===== src/rtl/adcRdPkg.sv =====
package adcRdPkg;

  typedef enum logic [2:0] {
    ST_CAL, ST_IDLE, ST_PULSE, ST_BUSYHI, ST_BUSYLO, ST_DELAY, ST_HOSTRD, ST_EXTRD
  } rdState_t;

  // strobes from control to datapath
  typedef struct packed {
    logic loadPulse;
    logic loadWait;
    logic runSclk;
    logic shiftHost;
    logic shiftExt;
  } rdCtl_t;

  function automatic logic isHostMode(input logic [2:0] m);
    return (m == 3'd2) || (m == 3'd3);
  endfunction

  function automatic logic isExtMode(input logic [2:0] m);
    return (m == 3'd4) || (m == 3'd5);
  endfunction

endpackage


===== src/rtl/adcRdDatapath.sv =====
module adcRdDatapath
  import adcRdPkg::*;
#(
  parameter int CAL_CYC   = 1000,
  parameter int WAIT_CYC  = 50,
  parameter int PULSE_CYC = 4,
  parameter int SCLK_HALF = 4,
  parameter int WORD_W    = 16
) (
  input  logic              clk,
  input  logic              rstN,
  input  rdCtl_t            ctl,
  input  logic              busyIn,
  input  logic              sdataIn,
  input  logic              extSclkIn,
  input  logic              extFrameNIn,
  output logic              busyS,
  output logic              tmrZero,
  output logic              wordDone,
  output logic              sclkOut,
  output logic [WORD_W-1:0] result,
  output logic              resultValid
);
  localparam int MAXC = (CAL_CYC > WAIT_CYC) ? ((CAL_CYC > PULSE_CYC) ? CAL_CYC : PULSE_CYC)
                                             : ((WAIT_CYC > PULSE_CYC) ? WAIT_CYC : PULSE_CYC);
  localparam int TW = $clog2(MAXC + 1);
  localparam int DW = (SCLK_HALF > 1) ? $clog2(SCLK_HALF) : 1;
  localparam int BW = $clog2(WORD_W);
  localparam int NSYNC = 4;
  localparam logic [NSYNC-1:0] SYNC_INIT = 4'b0001;

  // two-stage synchronizers: {busy, data, ext clock, ext frame}
  logic [NSYNC-1:0] rawIn, syncOut;
  assign rawIn = {busyIn, sdataIn, extSclkIn, extFrameNIn};

  for (genvar g = 0; g < NSYNC; g++) begin : gSync
    logic meta, held;
    always_ff @(posedge clk or negedge rstN) begin
      if (!rstN) begin
        meta <= SYNC_INIT[g];
        held <= SYNC_INIT[g];
      end else begin
        meta <= rawIn[g];
        held <= meta;
      end
    end
    assign syncOut[g] = held;
  end

  logic sdataS, extSclkS, extFrameNS;
  assign busyS      = syncOut[3];
  assign sdataS     = syncOut[2];
  assign extSclkS   = syncOut[1];
  assign extFrameNS = syncOut[0];

  // shared down-timer, preloaded with the calibration wait at reset
  logic [TW-1:0] tmr;
  always_ff @(posedge clk or negedge rstN) begin
    if (!rstN)              tmr <= TW'(CAL_CYC - 1);
    else if (ctl.loadPulse) tmr <= TW'(PULSE_CYC - 1);
    else if (ctl.loadWait)  tmr <= TW'(WAIT_CYC - 1);
    else if (tmr != '0)     tmr <= tmr - 1'b1;
  end
  assign tmrZero = (tmr == '0);

  // host serial clock generator, idles low
  logic [DW-1:0] divCnt;
  logic sclkReg;
  always_ff @(posedge clk or negedge rstN) begin
    if (!rstN) begin
      divCnt  <= '0;
      sclkReg <= 1'b0;
    end else if (!ctl.runSclk) begin
      divCnt  <= '0;
      sclkReg <= 1'b0;
    end else if (divCnt == DW'(SCLK_HALF - 1)) begin
      divCnt  <= '0;
      sclkReg <= ~sclkReg;
    end else begin
      divCnt <= divCnt + 1'b1;
    end
  end
  assign sclkOut = sclkReg;

  // sample points: host clock falling edge, or converter clock rising edge
  logic extSclkPrev;
  always_ff @(posedge clk or negedge rstN) begin
    if (!rstN) extSclkPrev <= 1'b0;
    else       extSclkPrev <= extSclkS;
  end

  logic hostFall, extRise, sample;
  assign hostFall = ctl.shiftHost && ctl.runSclk && sclkReg && (divCnt == DW'(SCLK_HALF - 1));
  assign extRise  = ctl.shiftExt && extSclkS && !extSclkPrev && !extFrameNS;
  assign sample   = hostFall || extRise;

  logic [BW-1:0] bitCnt;
  logic [WORD_W-1:0] shiftReg;
  always_ff @(posedge clk or negedge rstN) begin
    if (!rstN) begin
      bitCnt   <= '0;
      shiftReg <= '0;
    end else if (!(ctl.shiftHost || ctl.shiftExt)) begin
      bitCnt <= '0;
    end else if (sample) begin
      bitCnt   <= bitCnt + 1'b1;
      shiftReg <= {shiftReg[WORD_W-2:0], sdataS};
    end
  end
  assign wordDone = sample && (bitCnt == BW'(WORD_W - 1));

  always_ff @(posedge clk or negedge rstN) begin
    if (!rstN) begin
      result      <= '0;
      resultValid <= 1'b0;
    end else begin
      resultValid <= wordDone;
      if (wordDone) result <= {shiftReg[WORD_W-2:0], sdataS};
    end
  end

endmodule


===== src/rtl/adcRdControl.sv =====
module adcRdControl
  import adcRdPkg::*;
(
  input  logic       clk,
  input  logic       rstN,
  input  logic [2:0] mode,
  input  logic       startReq,
  input  logic       busyS,
  input  logic       tmrZero,
  input  logic       wordDone,
  output rdCtl_t     ctl,
  output logic       convPulse,
  output logic       frameN,
  output logic       ready,
  output logic       modeErr
);
  rdState_t state, nextState;
  logic [2:0] modeQ;
  logic modeOk;

  assign modeOk = isHostMode(mode) || isExtMode(mode);

  always_comb begin
    nextState = state;
    ctl = '0;
    unique case (state)
      ST_CAL:    if (tmrZero) nextState = ST_IDLE;
      ST_IDLE:   if (startReq && modeOk) begin
                   ctl.loadPulse = 1'b1;
                   nextState = ST_PULSE;
                 end
      ST_PULSE:  if (tmrZero) begin
                   if (isExtMode(modeQ))     nextState = ST_EXTRD;
                   else if (modeQ == 3'd2)   nextState = ST_BUSYHI;
                   else begin
                     ctl.loadWait = 1'b1;
                     nextState = ST_DELAY;
                   end
                 end
      ST_BUSYHI: if (busyS)   nextState = ST_BUSYLO;
      ST_BUSYLO: if (!busyS)  nextState = ST_HOSTRD;
      ST_DELAY:  if (tmrZero) nextState = ST_HOSTRD;
      ST_HOSTRD: begin
                   ctl.runSclk   = 1'b1;
                   ctl.shiftHost = 1'b1;
                   if (wordDone) nextState = ST_IDLE;
                 end
      ST_EXTRD:  begin
                   ctl.shiftExt = 1'b1;
                   if (wordDone) nextState = ST_IDLE;
                 end
      default:   nextState = ST_IDLE;
    endcase
  end

  always_ff @(posedge clk or negedge rstN) begin
    if (!rstN) begin
      state   <= ST_CAL;
      modeQ   <= 3'd2;
      modeErr <= 1'b0;
    end else begin
      state <= nextState;
      if (state == ST_IDLE && startReq) begin
        modeErr <= !modeOk;
        if (modeOk) modeQ <= mode;
      end
    end
  end

  assign convPulse = (state == ST_PULSE);
  assign frameN    = (state != ST_HOSTRD);
  assign ready     = (state == ST_IDLE);

endmodule


===== src/rtl/adcRdHost.sv =====
module adcRdHost
  import adcRdPkg::*;
#(
  parameter int CLK_MHZ   = 250,
  parameter int CAL_US    = 42000,
  parameter int WAIT_NS   = 200,
  parameter int PULSE_CYC = 4,
  parameter int SCLK_HALF = 4,
  parameter int WORD_W    = 16
) (
  input  logic              clk,
  input  logic              rstN,
  input  logic              startReq,
  input  logic [2:0]        mode,
  input  logic              busyIn,
  input  logic              sdataIn,
  input  logic              extSclkIn,
  input  logic              extFrameNIn,
  output logic              convPulse,
  output logic              frameN,
  output logic              sclkOut,
  output logic              dinOut,
  output logic [WORD_W-1:0] result,
  output logic              resultValid,
  output logic              ready,
  output logic              modeErr
);
  localparam int CAL_CYC  = CLK_MHZ * CAL_US;
  localparam int WAIT_CYC = (CLK_MHZ * WAIT_NS + 999) / 1000;

  rdCtl_t ctl;
  logic busyS, tmrZero, wordDone;

  // the converter's configuration input is never driven
  assign dinOut = 1'b0;

  adcRdControl uCtl (
    .clk(clk), .rstN(rstN), .mode(mode), .startReq(startReq),
    .busyS(busyS), .tmrZero(tmrZero), .wordDone(wordDone), .ctl(ctl),
    .convPulse(convPulse), .frameN(frameN), .ready(ready), .modeErr(modeErr)
  );

  adcRdDatapath #(
    .CAL_CYC(CAL_CYC), .WAIT_CYC(WAIT_CYC), .PULSE_CYC(PULSE_CYC),
    .SCLK_HALF(SCLK_HALF), .WORD_W(WORD_W)
  ) uDp (
    .clk(clk), .rstN(rstN), .ctl(ctl), .busyIn(busyIn), .sdataIn(sdataIn),
    .extSclkIn(extSclkIn), .extFrameNIn(extFrameNIn), .busyS(busyS),
    .tmrZero(tmrZero), .wordDone(wordDone), .sclkOut(sclkOut),
    .result(result), .resultValid(resultValid)
  );

endmodule


===== config.mk =====
export PLATFORM = sky130hd
export DESIGN_NAME = adcRdHost
export DESIGN_NICKNAME = d
export VERILOG_FILES = /design/src/rtl/adcRdPkg.sv /design/src/rtl/adcRdDatapath.sv /design/src/rtl/adcRdControl.sv /design/src/rtl/adcRdHost.sv
export SDC_FILE = /design/constraint.sdc
export NUM_CORES = 1
export LEC_CHECK = 0
export ABC_AREA = 1
export ABC_CLOCK_PERIOD_IN_PS = 5500
export BUFFER_PORTS_ARGS = -buffer_cell sky130_fd_sc_hd__buf_2
export CAP_MARGIN = 0
export CORE_ASPECT_RATIO = 1.5
export CORE_MARGIN = 2
export CORE_UTILIZATION = 64
export DETAILED_ROUTE_END_ITERATION = 10
export PLACE_DENSITY = 0.84
export SETUP_SLACK_MARGIN = 0.4
export SLEW_MARGIN = 20
export SYNTH_ARGS = -nofsm -noshare
export SYNTH_HDL_FRONTEND = slang
export SYNTH_HIERARCHICAL = 1
export SYNTH_SLANG_ARGS = --single-unit

===== constraint.sdc =====
create_clock -name clk -period 5.5 [get_ports clk]
set_input_delay 1.1 -clock clk [delete_from_list [all_inputs] [get_ports clk]]
set_output_delay 1.1 -clock clk [all_outputs]
set_load 0.01 [all_outputs]

==> metrics.yaml, run 1 <==
fin_total_pwr_mw: 2.12
clock-skew-final_ps: 7.00
cts_buffer_depth: 2
finalCritPeriodShare: 0.597
clk_pin_slew_ps: 80
avgViaCountPerCell: 5.41
hold_ws_ps: 352
synth_top_family_by_area: "simple AND/OR/NAND/NOR gates"
hold_viol: 0
final_cell_mix: "nand2_1 (110), dfrtp_1 (63), inv_1 (53)"
root_buffer: "clkbuf_8"
cts.sinks: 79
final_common_cell: "nand2_1"
grt_pass1_vias: 3047
synth_nets: 490
startpoint_type: "register"
drcViolationCount: 0
clock_latency_ps: 360
p_leak_nw: 2.16
syn_area_per_cell_um2: 8.46
critPathMaxFanout: 37
hpwl_um: 5780
yosysSeqAreaShare: 0.496
placementRows: 35
wl_per_cell_um: 13.7
cp_data_required_time_ps: 5740
die_area_mm2: 0.00696
first_pass_iters: 4
synthSimpleGateAreaFrac: 0.315
grt_max_degree: 80
muxShareOfSynthArea: 0
drive_gt1_frac: 0.232
initialDrtViolationCount: 138
clock.fmax_ghz: 0.304
synth_cell_types: 39
end_kind: "register"
synth_fa_ha_area_frac: 0.0124
cts_tree: "done"
synthToLayoutAreaGrowth_pct: 7.95
synth_compound_area_frac: 0.0835
multi_input_area_mm2: 0.00169
num_vias: 3151
p_per_area_mw_per_mm2: 487
switchingPower_mw: 0.944
numPortBuffers: 31
status: "finished clean"
path_buf_inv: 5
worstSetupPathType: "register to register"
tns_ps: 0
diodes: 0
finalSetupViolations: 0
crit_family: "simple AND/OR/NAND/NOR gates"
finalWirelength_um: 7980
post-cts-setup-buffers: 0
cts_hold_buf: 0
clock_power_share: 0.185
final_nets: 517
floorplan.initialDensity: 0.657
grt_pass1_wl_um: 13400
antenna_found_initial: 0
crit_cells: 17
ir_worst_vdd_mv: 0.299
synthCells: 476
drv_slew: 0
p_seq_frac: 0.404
combPwrFrac: 0.411
syn-cell-area_mm2: 0.00403
die_y_um: 101
yosys.area_share.xor_xnor: 0.00870
crit_path_frequent_cell: "nand2_1"
grt_setup_unrepaired: "false"
slew_headroom: 0.359
tightestPinTransition_ps: 962
crit_slowest_cell: "nor3_1"
htreeDepth: 3
ctsResizeCount: 0
die_x_um: 68.8
seqCellArea_mm2: 0.00200
critPathMaxStageDelay_ps: 640
hold_class: "register to register"
place_ws_ps: 2200
crit_arrival_ps: 3530
ys_warn_count: 6
drv_cap: 0
nFillCells: 494
rr_worst_depth: 17
fp.coreArea_mm2: 0.00613
hold_depth: 0
crit_chain: "inv_6 > nor3_1 > nand3_2 > nand2_4 > nand3_2 > inv_2 > nand2_2 > inv_1 > inv_1 > nand2_1 > nand2_1 > nand2_1 > nand2_1 > inv_1 > nand2_2 > nand2_1 > nand2_1"
io_pins: 33
antenna_left: 0
switching_share: 0.446
numCtsBuffers: 9
overflow: 0
p_int_mw: 1.17
fin_crit_ps: 3280
ys_ff_latch: 79
gp_congestion: 0.979
grt_usage: 0.260
fin_ws_ps: 2220
## cells by family after synthesis
group | count (synthesis)
AOI/OAI and AO/OA | 60
other | 1
DFF | 79
adders and majority gates | 4
buffers and inverters | 74
and+or+nand+nor | 254
xor gates and xnor gates | 4
## registers in the layout, indices dropped and copies added (netlist names), 2 cells and up
register / cells
uCtl/modeQ: 3
uCtl/state: 3
uDp/bitCnt: 4
uDp/divCnt: 2
uDp/gSync.meta: 4
uDp/result: 16
uDp/shiftReg: 15
uDp/tmr: 24
## synth_stat cells, drive strengths merged
master  number  area share
xnor2        2      0.0043
conb         1     0.00093
o21ai       38       0.053
o21a         2      0.0037
buf         13       0.026
dfrtp       63        0.39
nor4         1      0.0016
inv         58       0.055
o211ai       1      0.0019
dfstp       16        0.10
clkbuf       2      0.0019
nor3b        1      0.0019
ha           4       0.012
nor2        63       0.084
nand4       10       0.016
a21oi       18       0.023
clkinv       1     0.00093
a21o         1      0.0019
xor2         2      0.0043
nand2      122        0.12
and3         2      0.0031
nor3        17       0.028
nand3       38       0.058
## worst paths after layout
kind / startpoint / to / slack, ps
max in group asynchronous: rstN / uDp/result[6] / 3990
worst min-delay path: uDp/gSync[3].meta / uDp/busyS / 350
worst max register to register: uCtl/state[2] / uCtl/state[2] / 2220
worst max-delay path: uCtl/state[2] / uCtl/state[2] / 2220
worst min register to register: uDp/gSync[3].meta / uDp/busyS / 350
min in group asynchronous: rstN / uDp/tmr[18] / 880
## power by group through the flow
stage                     Combinational [mW]  Clock (mW)  Sequential, mW
final                                  0.870       0.391           0.856
after global routing                   0.977       0.429           0.873
after floorplan                        0.736           0           0.809
after global placement                 0.847           0           0.857
after detailed placement               0.863           0           0.863
after CTS                              0.868       0.399           0.853
## cell type report
| type | instances | share of cell area |
|---|---|---|
| Tap cell | 74 | 0.0213 |
| Clock buffer | 9 | 0.0285 |
| Timing Repair Buffer | 31 | 0.0362 |
| Sequential cell | 79 | 0.459 |
| Clock inverter | 7 | 0.0132 |
| Multi-Input combinational cell | 323 | 0.390 |
| Inverter | 59 | 0.0521 |
## routing by layer
metal / vias to the layer above / track usage / part of all wire
met5: - / 0 / 0
met4: 0 / 0.134 / 0.039
met3: 23 / 0.0600 / 0.031
met2: 63 / 0.438 / 0.52
met1: 1491 / 0.304 / 0.41
li1: 1574 / - / -
## per-stage QoR
stage	instance area, um2	cells	utilization
final	4350	582	0.709
after global routing	4350	582	0.709
after CTS	4350	582	0.709
after detailed placement	4170	566	0.680
after global placement	4170	566	0.680
after floorplan	4030	476	-
Note: power is estimated with default switching activity, not from simulation.
==> inputs of run 2 (changes only) <==
Settings changed: ABC_CLOCK_PERIOD_IN_PS 5500 to 2700, CORE_UTILIZATION 64 to 54, PLACE_DENSITY 0.84 to 0.76.
Clock period 5.5 ns to 2.7 ns, I/O delays scaled along.
==> metrics.yaml, run 2 (synthesis gave the netlist of run 1 again) <==
fin_total_pwr_mw: 4.50
floorplan.initialDensity: 0.557
synthToLayoutAreaGrowth_pct: 12.5
clock_latency_ps: 350
initialDrtViolationCount: 174
final_nets: 528
top_register: "uDp/tmr"
grt_usage: 0.237
die_area_mm2: 0.00818
drive_gt1_frac: 0.274
avgViaCountPerCell: 5.21
clk_pin_slew_ps: 80
p_per_area_mw_per_mm2: 994
cp_data_required_time_ps: 2960
drv_slew: 0
status: "finished clean"
htreeDepth: 3
grt_max_degree: 77
diodes: 0
slew_headroom: 0.384
drcViolationCount: 0
tns_ps: 0
p_leak_nw: 2.25
finalWirelength_um: 8670
critPathMaxFanout: 6
tightestPinTransition_ps: 923
reg2reg_slack_ps: 550
hold_viol: 0
end_kind: "register"
multi_input_area_mm2: 0.00176
numCtsBuffers: 9
antenna_left: 0
largest_register_ffs: 24
final_common_cell: "nand2_1"
combPwrFrac: 0.432
clock-skew-final_ps: 7.49
gp_congestion: 0.947
grt_pass1_vias: 3172
fin_crit_ps: 2150
crit_arrival_ps: 2410
finalCritPeriodShare: 0.796
post-route-util: 0.627
cts_tree: "done"
worstSetupPathType: "register to register"
wl_per_cell_um: 14.0
num_vias: 3227
switching_share: 0.448
numPortBuffers: 31
antenna_found_initial: 0
cts_buffer_depth: 2
seqCellArea_mm2: 0.00200
startpoint_type: "register"
finalSetupViolations: 0
hold_class: "input port to register"
io_pins: 33
grt_pass1_wl_um: 14600
ir_worst_vdd_mv: 0.523
cts.sinks: 79
root_buffer: "clkbuf_8"
nFillCells: 647
drv_cap: 0
die_x_um: 74.5
clock_power_share: 0.179
p_seq_frac: 0.390
clock.fmax_ghz: 0.465
overflow: 0
p_int_mw: 2.48
largestRegisters: "uDp/tmr: 24 flops, uDp/result: 16 flops, uDp/shiftReg: 15 flops"
switchingPower_mw: 2.02
die_y_um: 110
placementRows: 38
first_pass_iters: 5
final_cell_mix: "nand2_1 (110), dfrtp_1 (60), inv_1 (49)"
fp.coreArea_mm2: 0.00723
hpwl_um: 6180
grt_setup_unrepaired: "false"
[run 2: changes by cell type in the layout (fill, tap and decap cells not counted), moves of 3 or more]
cell,previous run,this run
buf_4,1,11
inv_2,4,8
clkinvlp_4,5,0
dfrtp_1,63,60
dfrtp_2,0,3
nor3_1,14,11
inv_1,53,49
[run 2: metal layers]
layer | part of all wire | track usage | vias up
met3 | 0.037 | 0.0357 | 25
met4 | 0.031 | 0.120 | 0
met2 | 0.54 | 0.420 | 90
met5 | 0 | 0 | -
met1 | 0.39 | 0.272 | 1509
li1 | - | - | 1603
[run 2: worst max-delay path, cell delays in order (launching register included)]
cell     delay [ps]
dfstp_2         370
inv_2           100
ha_4            150
nand3_2         120
nor2_8          130
nand2_1         100
nor4_4          260
inv_2            90
nor3_4          250
nor2_2           90
inv_2           150
nor3_4           80
nor3_1          180
[run 2: worst paths after layout]
| path | from | endpoint | cells after the start |
|---|---|---|---|
| max | uDp/tmr[0] | uDp/tmr[11] | 12 |
| min | extFrameNIn | uDp/gSync[0].meta | 1 |
| max reg2reg | uDp/tmr[0] | uDp/tmr[11] | 12 |
| min reg2reg | uDp/gSync[3].meta | uDp/busyS | 0 |
| max in group asynchronous | rstN | uDp/tmr[12] | 2 |
| min in group asynchronous | rstN | uDp/tmr[17] | 1 |
[run 2: metrics by stage]
step	hold slack, ps	setup WS (ps)	instance area [um2]	cells
final	284	550	4530	619
after global routing	259	401	4530	619
after floorplan	244	463	4040	476
after CTS	265	458	4480	616
after global placement	333	311	4260	599
after detailed placement	335	218	4260	599
[run 2: area by class of cell]
type	count	share of cell area
clock buffer	12	0.0342
clock inverter	4	0.00607
inverter	59	0.0505
multi-input combinational	324	0.389
sequential	79	0.441
tap	100	0.0276
timing repair buffer	41	0.0514
[run 2: power by group through the flow]
stage | clock (mW) | combinational [mW] | sequential [mW]
after floorplan | 0 | 1.51 | 1.65
after global placement | 0 | 1.79 | 1.75
after detailed placement | 0 | 1.82 | 1.76
after CTS | 0.832 | 1.89 | 1.74
after global routing | 0.877 | 2.14 | 1.79
final | 0.804 | 1.94 | 1.76
[run 2: timing repair]
item,in CTS,in global routing
cloned,1,0
setup endpoints to repair,16,27
setup buffers,0,3
gates resized for setup,5,12
hold buffers,0,0
pin swaps,2,2
